`config.mk`:
```
export PLATFORM = sky130hd
export DESIGN_NAME = ext_status_latch
export DESIGN_NICKNAME = d
export VERILOG_FILES = /design/src/rtl/esl_pkg.sv /design/src/rtl/esl_diff.sv /design/src/rtl/esl_core.sv /design/src/rtl/ext_status_latch.sv
export SDC_FILE = /design/constraint.sdc
export NUM_CORES = 1
export LEC_CHECK = 0
export CAP_MARGIN = 20
export CORE_AREA = 2 2 39 41
export CTS_CLUSTER_SIZE = 25
export DETAILED_ROUTE_END_ITERATION = 8
export DIE_AREA = 0 0 41 43
export DONT_BUFFER_PORTS = 1
export GPL_TIMING_DRIVEN = 0
export PLACE_DENSITY_LB_ADDON = 0.2
export SETUP_SLACK_MARGIN = 0.05
export SYNTH_ARGS = -nofsm -noshare
export SYNTH_HDL_FRONTEND = slang
export SYNTH_SLANG_ARGS = --single-unit
export TNS_END_PERCENT = 5
```
`constraint.sdc`:
```
create_clock -name clk -period 2.4 [get_ports clk]
set_input_delay 0.48 -clock clk [delete_from_list [all_inputs] [get_ports clk]]
set_output_delay 0.48 -clock clk [all_outputs]
set_load 0.01 [all_outputs]
```
`src/rtl/esl_pkg.sv`:
```
package esl_pkg;
  localparam int unsigned NUM_COND = 5;
  localparam int unsigned BRK_BIT  = 4;
  typedef logic [NUM_COND-1:0] cond_t;
endpackage

```
`src/rtl/esl_diff.sv`:
```
module esl_diff #(
  parameter int unsigned W = 5
) (
  input  logic [W-1:0] cur,
  input  logic [W-1:0] base,
  output logic [W-1:0] delta,
  output logic         any
);
  for (genvar i = 0; i < W; i++) begin : g_bit
    assign delta[i] = cur[i] ^ base[i];
  end
  assign any = |delta;
endmodule

```
`src/rtl/esl_core.sv`:
```
module esl_core #(
  parameter int unsigned W   = 5,
  parameter int unsigned BRK = 4
) (
  input  logic         clk,
  input  logic         rst,
  input  logic [W-1:0] stat_in,
  input  logic         rearm,
  input  logic         irq_en,
  input  logic         change,
  output logic [W-1:0] snap,
  output logic         latched,
  output logic         irq
);
  logic         primed;
  logic         latch_d;
  logic [W-1:0] snap_d;

  always_comb begin
    latch_d = latched;
    snap_d  = snap;
    if (!primed) begin
      snap_d = stat_in;
    end else if (rearm) begin
      latch_d = 1'b0;
      snap_d  = stat_in;
    end else if (!latched) begin
      snap_d = stat_in;
      if (change) latch_d = 1'b1;
    end
  end

  always_ff @(posedge clk) begin
    if (rst) begin
      primed  <= 1'b0;
      latched <= 1'b0;
      snap    <= '0;
      irq     <= 1'b0;
    end else begin
      primed  <= 1'b1;
      latched <= latch_d;
      snap    <= snap_d;
      irq     <= latch_d & irq_en;
    end
  end

  assert_capture_R2: assert property (@(posedge clk) disable iff (rst)
    (primed && !latched && !rearm && (stat_in != snap)) |=> (latched && snap == $past(stat_in)));
  assert_hold_R3: assert property (@(posedge clk) disable iff (rst)
    (latched && !rearm) |=> ($stable(snap) && latched));
  assert_track_R4: assert property (@(posedge clk) disable iff (rst)
    (primed && !latched && !rearm && (stat_in == snap)) |=> (!latched && !irq));
  assert_rearm_R5: assert property (@(posedge clk) disable iff (rst)
    rearm |=> (!latched && !irq && snap == $past(stat_in)));
  assert_gate_R6: assert property (@(posedge clk) disable iff (rst)
    irq |-> latched);
  assert_break_R7: assert property (@(posedge clk) disable iff (rst)
    (primed && !latched && !rearm && (stat_in[BRK] != snap[BRK])) |=> latched);
endmodule

```
`src/rtl/ext_status_latch.sv`:
```
module ext_status_latch
  import esl_pkg::*;
#(
  parameter int unsigned W   = NUM_COND,
  parameter int unsigned BRK = BRK_BIT
) (
  input  logic         clk,
  input  logic         rst,
  input  logic [W-1:0] stat_in,
  input  logic         rearm,
  input  logic         irq_en,
  output logic [W-1:0] stat_out,
  output logic         irq
);
  logic [W-1:0] snap;
  logic [W-1:0] delta;
  logic         any_chg;
  logic         latched;

  esl_diff #(.W(W)) u_diff (
    .cur   (stat_in),
    .base  (snap),
    .delta (delta),
    .any   (any_chg)
  );

  esl_core #(.W(W), .BRK(BRK)) u_core (
    .clk     (clk),
    .rst     (rst),
    .stat_in (stat_in),
    .rearm   (rearm),
    .irq_en  (irq_en),
    .change  (any_chg),
    .snap    (snap),
    .latched (latched),
    .irq     (irq)
  );

  assign stat_out = snap;

  assert_reset_R1: assert property (@(posedge clk) rst |=> (stat_out == '0 && !irq));
endmodule

```
Word-level counts from Yosys, hierarchy flattened --
Cells that the tools add are included.
Word-level totals: register bits after elaboration 8, input bits 9, output and inout bits 6, logic and storage cells 20
Operators by class: equal/unequal tests 1, mux-type cells 8, bitwise logic cells 6, reductions and logical operators 1
Operators by type and width (number):
- $mux 5 | 3
- $mux 1 | 5
- $reduce_or 5->1 | 1
- $xor 1x1->1 | 5
- $ne 3x3->1 const B | 1
- $and 1x1->1 | 1

Logic depth before layout (Yosys ltp) --
Gate-level depths: netlist (run 1).
depth after elaboration 7, gate-level depth with buffers 4, mapped depth without buffers 4

By module --
Synthesis (run 1) repeated with hierarchy kept, for this count alone.
Second synthesis, totals: cell total of the unflattened synthesis 39, area total of the unflattened synthesis 382.9 um2
Modules (own cells, without submodules):
- esl_core | instances 1, cells each 31, area each 326.6 um2
- esl_diff | instances 1, cells each 8, area each 56.3 um2

Least setup slack after synthesis (run 1) --
No wires, ideal clock.
path type input -> register, start point input port stat_in[1], end point register u_core.irq, setup time 0.115 ns, data arrival time 1.004 ns, slack 1.281 ns, stages on the path 4, path buffers 0, cell sequence xor2_1 > nor3_1 > a21oi_1 > and2_1
Between the ends: longest elaborated chain between the ends 7
RTL lines:
- start, declared | RTL line ext_status_latch.sv:9 | input logic [W-1:0] stat_in,
- $xor 1x1->1 | RTL line esl_diff.sv:10 | assign delta[i] = cur[i] ^ base[i];
- $reduce_or 5->1 | RTL line esl_diff.sv:12 | assign any = |delta;
- $mux 1 | RTL line esl_core.sv:29 | if (change) latch_d = 1'b1;
- $mux 1 | RTL line esl_core.sv:27 | end else if (!latched) begin
- $mux 1 | RTL line esl_core.sv:24 | end else if (rearm) begin
- $mux 1 | RTL line esl_core.sv:22 | if (!primed) begin
- $and 1x1->1 | RTL line esl_core.sv:43 | irq <= latch_d & irq_en;
- end signal, assigned | RTL line esl_core.sv:43
- end, declared | RTL line esl_core.sv:13 | output logic irq
Every way passes these cells. A chain may end at the register's enable or synchronous reset.

Worst setup path after layout (run 1) --
start point register u_core.snap[1], end point register u_core.irq
Between the ends: longest elaborated chain between the ends 7
RTL lines:
- start, declared | RTL line esl_core.sv:11 | output logic [W-1:0] snap,
- start signal, assigned | RTL line esl_core.sv:42 | snap <= snap_d;
- $xor 1x1->1 | RTL line esl_diff.sv:10
- $reduce_or 5->1 | RTL line esl_diff.sv:12
- $mux 1 | RTL line esl_core.sv:29
- $mux 1 | RTL line esl_core.sv:27
- $mux 1 | RTL line esl_core.sv:24
- $mux 1 | RTL line esl_core.sv:22
- $and 1x1->1 | RTL line esl_core.sv:43
Every way passes these cells.

==> results of run 1 <==
==> cell type report <==
class | instances | area share
flip-flops and latches | 8 | 0.443
multi-input cells | 22 | 0.429
well taps | 16 | 0.0554
clock buffers | 3 | 0.0623
inverters | 1 | 0.0104
==> power by group <==
part           leakage, nW  total (W)  switching (W)  internal, W
Combinational        0.108  0.0000190     0.00000812    0.0000109
Clock               0.0138  0.0000988      0.0000418    0.0000570
Sequential          0.0666   0.000151      0.0000102     0.000141
Total                0.188   0.000269      0.0000601     0.000209
==> sequential cells by signal, indices dropped and copies added (netlist names) <==
signal / count
u_core.irq: 1
u_core.latched: 1
u_core.snap: 5
u_core.primed: 1
==> placed cells by master, fill, tap and decap left out, drive strengths merged <==
master  n
inv     1
nand3b  1
nor3    2
nor2    5
mux2i   5
a21oi   2
and2    1
o21ai   1
xor2    5
clkbuf  3
dfxtp   8
==> per-layer routing <==
layer  vias up  routed length, um
met5         -                  0
met2        13                308
met4         0                  0
li1        110                  -
met1        99                201
met3         0                 94
==> worst max path at each step <==
stage | startpoint | end | cells past startpoint | slack [ps]
final | u_core.snap[1]$_SDFFE_PP0P_ | u_core.irq$_SDFF_PP0_ | 4 | 1250
after global routing | u_core.snap[1]$_SDFFE_PP0P_ | u_core.irq$_SDFF_PP0_ | 4 | 1170
after CTS | u_core.snap[1]$_SDFFE_PP0P_ | u_core.irq$_SDFF_PP0_ | 4 | 1240
after detailed placement | stat_in[1] | u_core.irq$_SDFF_PP0_ | 4 | 1160
after global placement | stat_in[1] | u_core.irq$_SDFF_PP0_ | 4 | 1170
after floorplan | stat_in[1] | u_core.irq$_SDFF_PP0_ | 4 | 1280
==> through the flow <==
stage,util,hold slack (ps),setup WS (ps),area [sq um]
after global routing,0.261,279,1170,362
after CTS,0.261,284,1240,362
after floorplan,-,530,1280,319
after global placement,0.245,538,1170,339
final,0.261,294,1250,362
after detailed placement,0.245,545,1160,339
==> worst max-delay path, delay by kind of cell, from the launching register on <==
| kind | cells | cell delay [ps] |
|---|---|---|
| AOI/OAI and AO/OA | 1 | 110 |
| and+or+nand+nor | 2 | 390 |
| xor gates and xnor gates | 1 | 170 |
| DFF | 1 | 360 |
==> logic make-up (layout without fill, tap and decap cells) <==
logic type / after synthesis / in the layout / synth area share
xor gates and xnor gates: 5 / 5 / 0.137
buffers and inverters: 1 / 4 / 0.0118
AOI/OAI and AO/OA: 3 / 3 / 0.0470
and+or+nand+nor: 9 / 9 / 0.145
muxes: 5 / 5 / 0.157
DFF: 8 / 8 / 0.502
==> results.ini, run 1 <==
[global_routing]
track_usage = 0.0964
grt_pass1_wl_um = 1040
grtUsageMet3 = 0.0942
use_met2 = 0.134
grt_pass1_vias = 276
grt_max_degree = 8
met1_usage = 0.0836
antenna_found_initial = 0
top_usage_layer = met2
grt-ovfl-total = 0

[timing]
fmax_ghz = 0.869
fin_crit_sh = 0.479
report.final.slew_viol_count = 0
relSlewSlack = 0.857
setup_tns_ps = 0
finalSetupViolCount = 0
hold_viol_final = 0
grt_setup_unrepaired = no
finalClockSkew_ps = 6.01
fin_crit_ps = 1150
worst_pin_slew_ps = 213

[drt]
ant_nets = 0
vias = 222
drtIter0Drc = 1
drt_wl_total_um = 604
post_drt_wl_per_cell_um = 12.1
vias_per_cell = 4.44
drc = 0
dr.pass1.iters = 2

[critical_path]
cpMaxStageDelayCell = dfxtp_1
r2r_cells = 4
slowest_delay_ps = 360
setup.worst_path.class = reg -> reg
crit_chain = xor2_1 -> nor3_1 -> a21oi_1 -> and2_1
crit_path_end_kind = flip-flop
worst-r2r-setup-slack_ps = 1250
regToRegEndpoint = u_core.irq$_SDFF_PP0_
r2r_start = u_core.snap[1]$_SDFFE_PP0P_
cp.arrival_ps = 1290
critPathMaxFanout = 3
critPathRequiredTime_ps = 2540
start_kind = flip-flop

[synth]
syn_area_sq_um = 319
synth_top_area_frac = 0.502
yosysWarnings = 0
ys_top_cells_by_area = dfxtp_1 (50%), mux2i_1 (16%), xor2_1 (14%)
synth_cell_type_count = 10
synth_seq_area_share = 0.502
synth_edf_count = 0
yosysMostFrequentCell = dfxtp_1
synth_common_cells = dfxtp_1 (8), mux2i_1 (5), nor2_1 (5), xor2_1 (5)
syn-num-nets = 40
synthFlopType = dfxtp_1
async_flop_share = 0
ys_ff_latch = 8
synthCells = 31
syn_area_per_cell_sq_um = 10.3
synth_area_leader_cell = dfxtp_1

[flow_run]
cap_violations = 0

[floorplan]
dieArea_sq_um = 1760
die_w_um = 41
initial_utilization = 0.231
coreArea_sq_um = 1380
die_h_um = 43
io_pins = 15
rows = 14

[clock_tree]
numClockSinks = 8
hold_buffers = 0
h-tree-depth = 1
clk_latency_ps = 250
cts_root_buf = clkbuf_4
post_cts_resized = 0
post-cts-setup-buffers = 0
cts_tree = done
cts_buffer_depth = 2
cts_buffers = 3
cts.clk_slew.worst_paths_ps = 50

[worst_hold_path]
hold_path_depth = 1
hold_start = rst
hold_class = in -> reg
whs_endpoint = u_core.snap[3]$_SDFFE_PP0P_

[finish]
n_fill_cell = 152
finalNonFillerCells = 50
drive_above_1_share = 0.118
syn_to_final_growth_pct = 13.3
register_area_sq_um = 160
finalNetCount = 45
antenna_cells = 0
multiInputGateArea_sq_um = 155

[pwr]
ir_worst_vdd_mv = 0.224
power.density_nw_per_um2 = 744
p_leak_nw = 0.188
power_w = 0.000269

[place]
io_buffers = 0
gp_congestion = 0.575
dp_cells = 47

[outcome]
status = finished, final reports clean

Note: power is estimated with default switching activity, not from simulation.
==> run 2, diff against run 1 <==
ABC_AREA = 1   (was unset)
clock period = 1.2 ns   (was 2.4 ns; I/O delays follow)
==> results.ini, run 2 <==
[timing]
holdWs_ps = 50.4
worst_pin_slew_ps = 188
report.final.slew_viol_count = 0
fmax_ghz = 0.998
fin_crit_ps = 1000
hold_viol_final = 0
setup_tns_ps = 0
relSlewSlack = 0.875
finalSetupViolCount = 0
grt_setup_unrepaired = yes
fin_crit_sh = 0.835
finalClockSkew_ps = 0.323

[place]
gp_congestion = 0.632
dp_hpwl_um = 559
dp_cells = 73
io_buffers = 0

[finish]
largest_register = u_core.snap
drive_above_1_share = 0.133
largest_reg_flops = 5
final_common_cell = nand2_1
register_area_sq_um = 168
final_cell_mix = nand2_1 (18), inv_1 (12), nor2_1 (6), a21oi_1 (6), o21ai_0 (5)
finalNonFillerCells = 76
multiInputGateArea_sq_um = 156
final_util = 0.297
antenna_cells = 0
n_fill_cell = 163
syn_to_final_growth_pct = 13.8
finalNetCount = 71

[global_routing]
grt_pass1_vias = 297
grt_pass1_wl_um = 1200
grt-ovfl-total = 0
track_usage = 0.109
grt_max_degree = 11
antenna_found_initial = 0

[pwr]
p_seq_frac = 0.540
switchingPower_w = 0.000141
swShare = 0.252
p_int_w = 0.000417
p_leak_nw = 0.213
power.density_nw_per_um2 = 1360
pwr-share-clk = 0.368
comb_power_share = 0.092
power_w = 0.000558
ir_worst_vdd_mv = 0.759

[drt]
ant_nets = 0
drt_wl_total_um = 721
vias_per_cell = 4.21
dr.pass1.iters = 4
vias = 320
drtIter0Drc = 5
post_drt_wl_per_cell_um = 9.49
drc = 0

[synth]
ys_ff_latch = 8
synth_area_leader_cell = dfxtp_1
async_flop_share = 0
synth_edf_count = 0
yosysMostFrequentCell = nand2_1
synth_common_cells = nand2_1 (18), inv_1 (12), dfxtp_1 (8)
synth_seq_area_share = 0.443
synthCells = 57
syn-num-nets = 66
synthFlopType = dfxtp_1
synth_cell_type_count = 8
ys_top_cells_by_area = dfxtp_1 (44%), nand2_1 (19%), inv_1 (12%)
syn_area_per_cell_sq_um = 6.34
synth_top_area_frac = 0.443
syn_area_sq_um = 362
yosysWarnings = 0

[clock_tree]
cts_buffers = 3
numClockSinks = 8
h-tree-depth = 1
cts_tree = done
cts_buffer_depth = 2
cts.clk_slew.worst_paths_ps = 50
clk_latency_ps = 250
cts_root_buf = clkbuf_4

[flow_run]
cap_violations = 0

[critical_path]
worst-r2r-setup-slack_ps = 200
setup.worst_path.class = reg -> reg
r2r_start = u_core.snap[2]$_SDFFE_PP0P_
start_kind = flip-flop
regToRegEndpoint = u_core.irq$_SDFF_PP0_
cp.arrival_ps = 1150
crit_chain = inv_1 -> nand2_1 -> nand2_1 -> nor2_1 -> nand3_1 -> nand2_1 -> nand2_1 -> nand2_1 -> nor2_1
critPathMaxFanout = 4
crit_path_end_kind = flip-flop
r2r_cells = 9
cpMaxStageDelayCell = dfxtp_4
cp_common_cell = nand2_1
critPathRequiredTime_ps = 1350
slowest_delay_ps = 370

[worst_hold_path]
hold_class = in -> reg
whs_endpoint = u_core.irq$_SDFF_PP0_
hold_path_depth = 1
hold_start = rst

[floorplan]
io_pins = 15
coreArea_sq_um = 1380
dieArea_sq_um = 1760
die_h_um = 43
die_w_um = 41
rows = 14
initial_utilization = 0.261

[outcome]
status = finished, final reports clean

==> run 2: cell types whose count changed after synthesis, sizes merged, moves of 2 or more <==
cell,previous run,this run
a21oi,2,6
nor3,2,0
mux2i,5,0
o21ai,1,5
inv,1,12
xor2,5,0
nand2,0,19
==> run 2: stage by stage <==
step,instance area (sq um),setup WS (ps)
3_3_place_gp,382,128
3_5_place_dp,382,106
6_report,412,198
5_1_grt,412,49.2
4_1_cts,404,98.4
2_1_floorplan,362,229
==> run 2: worst max-delay path: cells and delay by family (launching register included) <==
kind          cells  cell delay [ps]
buf+inv           1               50
flops             1              370
simple gates      8              490
==> run 2: timing repair <==
item / in CTS / in global routing
gates resized for setup: 0 / 5
setup endpoints to repair: 0 / 3
setup buffers: 0 / 0
hold buffers: 0 / 0
==> run 2: worst max-delay path by stage <==
| stage | cells after the start | to | startpoint |
|---|---|---|---|
| after floorplan | 9 | u_core.irq$_SDFF_PP0_ | u_core.snap[3]$_SDFFE_PP0P_ |
| after global placement | 9 | u_core.irq$_SDFF_PP0_ | u_core.snap[2]$_SDFFE_PP0P_ |
| after detailed placement | 9 | u_core.irq$_SDFF_PP0_ | u_core.snap[2]$_SDFFE_PP0P_ |
| after CTS | 9 | u_core.irq$_SDFF_PP0_ | u_core.snap[2]$_SDFFE_PP0P_ |
| after global routing | 5 | u_core.snap[4]$_SDFFE_PP0P_ | u_core.primed$_DFF_P_ |
| final | 9 | u_core.irq$_SDFF_PP0_ | u_core.snap[2]$_SDFFE_PP0P_ |
==> run 2: area by class of cell <==
| class | instances | area share |
|---|---|---|
| inverters | 12 | 0.109 |
| multi-input cells | 37 | 0.380 |
| clock buffers | 3 | 0.0547 |
| well taps | 16 | 0.0486 |
| flip-flops and latches | 8 | 0.407 |
==> run 2: cell families (layout without fill, tap and decap cells) <==
group,after synthesis,in the layout,synth area share
AND/OR/NAND/NOR,26,26,0.280
buffers and inverters,12,15,0.125
AO/OA/AOI/OAI,11,11,0.152
flip-flops,8,8,0.443
==> run 2: power groups by stage <==
stage	Clock [W]	Sequential, W	Combinational [W]
floorplan	0	0.000303	0.0000441
global placement	0	0.000306	0.0000514
detailed placement	0	0.000307	0.0000526
CTS	0.000220	0.000301	0.0000528
global route	0.000239	0.000303	0.0000622
finish	0.000205	0.000301	0.0000514
==> run 2: routing by layer <==
metal  global-route usage  vias to the layer above  part of all wire
li1                     -                      177                 -
met1                0.117                      129              0.41
met2                0.141                       14              0.47
met3                0.110                        0              0.11
met4               0.0400                        0                 0
met5                    0                        -                 0
==> run 3, diff against run 2 <==
clock period = 1 ns   (was 1.2 ns; I/O delays follow)
==> results.ini, run 3 (synthesis results as in run 2) <==
[outcome]
status = finished, final reports clean

[finish]
final_common_cell = nand2_1
drive_above_1_share = 0.233
register_area_sq_um = 176
largest_register = u_core.snap
finalNonFillerCells = 76
finalNetCount = 71
final_cell_area_sq_um = 425
multiInputGateArea_sq_um = 161
largest_reg_flops = 5
syn_to_final_growth_pct = 17.6
antenna_cells = 0
final_cell_mix = nand2_1 (17), inv_1 (9), a21oi_1 (6)
n_fill_cell = 164

[drt]
dr.pass1.iters = 1
post_drt_wl_per_cell_um = 10.0
drtIter0Drc = 0
vias_per_cell = 4.26
drc = 0
ant_nets = 0
vias = 324
drt_wl_total_um = 761

[worst_hold_path]
hold_path_depth = 1
whs_endpoint = u_core.irq$_SDFF_PP0_
hold_start = rst
hold_class = in -> reg

[pwr]
p_seq_frac = 0.534
switchingPower_w = 0.000174
pwr-share-clk = 0.367
comb_power_share = 0.099
p_int_w = 0.000499
ir_worst_vdd_mv = 0.460
swShare = 0.258
power.density_nw_per_um2 = 1580
p_leak_nw = 0.214

[critical_path]
r2r_start = u_core.snap[4]$_SDFFE_PP0P_
cp.arrival_ps = 1140
setup.worst_path.class = reg -> reg
regToRegEndpoint = u_core.irq$_SDFF_PP0_
worst-r2r-setup-slack_ps = 10
start_kind = flip-flop
crit_path_end_kind = flip-flop
critPathRequiredTime_ps = 1150
critPathMaxFanout = 4
r2r_cells = 9

[flow_run]
cap_violations = 0

[clock_tree]
numClockSinks = 8
clk_latency_ps = 250
cts.clk_slew.worst_paths_ps = 50
cts_tree = done
cts_buffer_depth = 2
cts_root_buf = clkbuf_4
h-tree-depth = 1
cts_buffers = 3

[floorplan]
die_h_um = 43
die_w_um = 41
dieArea_sq_um = 1760
rows = 14
initial_utilization = 0.261
io_pins = 15
coreArea_sq_um = 1380

[global_routing]
grt-ovfl-total = 0
track_usage = 0.110
antenna_found_initial = 0
grt_pass1_vias = 310
grt_pass1_wl_um = 1220
grt_max_degree = 11

[timing]
relSlewSlack = 0.875
grt_setup_unrepaired = yes
report.final.slew_viol_count = 0
finalSetupViolCount = 0
fmax_ghz = 1.01
worst_pin_slew_ps = 187
holdWs_ps = 11.8
finalClockSkew_ps = 0.366
fin_crit_ps = 986
fin_crit_sh = 0.986
hold_viol_final = 0

[place]
dp_hpwl_um = 553
gp_congestion = 0.674
placed_area_sq_um = 387
io_buffers = 0
dp_cells = 73

run 3: power by group through the flow:
stage	clock, W	combinational, W	sequential, W
after floorplan	0	0.0000530	0.000366
after CTS	0.000268	0.0000645	0.000359
after global routing	0.000286	0.0000776	0.000364
after global placement	0	0.0000624	0.000369
final	0.000247	0.0000664	0.000360
after detailed placement	0	0.0000630	0.000370
run 3: cell type report:
class | count | share of cell area
flip-flops and latches | 8 | 0.415
multi-input cells | 37 | 0.379
inverters | 12 | 0.106
clock buffers | 3 | 0.0529
well taps | 16 | 0.0471
run 3: repair_timing:
item | CTS | global route
resized for setup | 9 | 5
setup buffers | 0 | 0
endpoints found under the setup margin | 7 | 7
hold endpoints to repair | 2 | 0
pin swaps | 2 | 1
run 3: worst max-delay path by stage:
| stage | start | endpoint | slack, ps | cells past startpoint |
|---|---|---|---|---|
| floorplan | u_core.snap[3]$_SDFFE_PP0P_ | u_core.irq$_SDFF_PP0_ | 80 | 9 |
| detailed placement | u_core.snap[2]$_SDFFE_PP0P_ | u_core.irq$_SDFF_PP0_ | -10 | 9 |
| global placement | u_core.snap[2]$_SDFFE_PP0P_ | u_core.irq$_SDFF_PP0_ | -6 | 9 |
| CTS | u_core.snap[4]$_SDFFE_PP0P_ | u_core.irq$_SDFF_PP0_ | -0.4 | 9 |
| finish | u_core.snap[4]$_SDFFE_PP0P_ | u_core.irq$_SDFF_PP0_ | 10 | 9 |
| global route | u_core.snap[3]$_SDFFE_PP0P_ | u_core.irq$_SDFF_PP0_ | -80 | 9 |
run 3: layer usage:
metal  up-vias  wire length [um]  global-route usage
met5         -                 0                   0
met2         9               367               0.153
li1        179                 -                   -
met3         2                56              0.0366
met4         0                 8               0.120
met1       134               329               0.113
run 3: through the flow:
stage	TNS (ps)	worst slack (ps)	total power (W)	utilization
floorplan	0	78.0	0.000419	-
global placement	-5.72	-5.72	0.000432	0.279
detailed placement	-14.0	-14.0	0.000433	0.279
CTS	-0.387	-0.387	0.000692	0.304
global route	-106	-82.2	0.000727	0.307
finish	0	14.5	0.000673	0.307
run 3: worst max-delay path, cell delays in order, from the launching register on:
cell and delay, ps:
dfxtp_4 370, inv_2 30, nand2_1 50, nand2_1 60
nor2_1 80, nand3_1 70, nand2_1 80, nand2_1 50
nand2_1 50, nor2_1 30
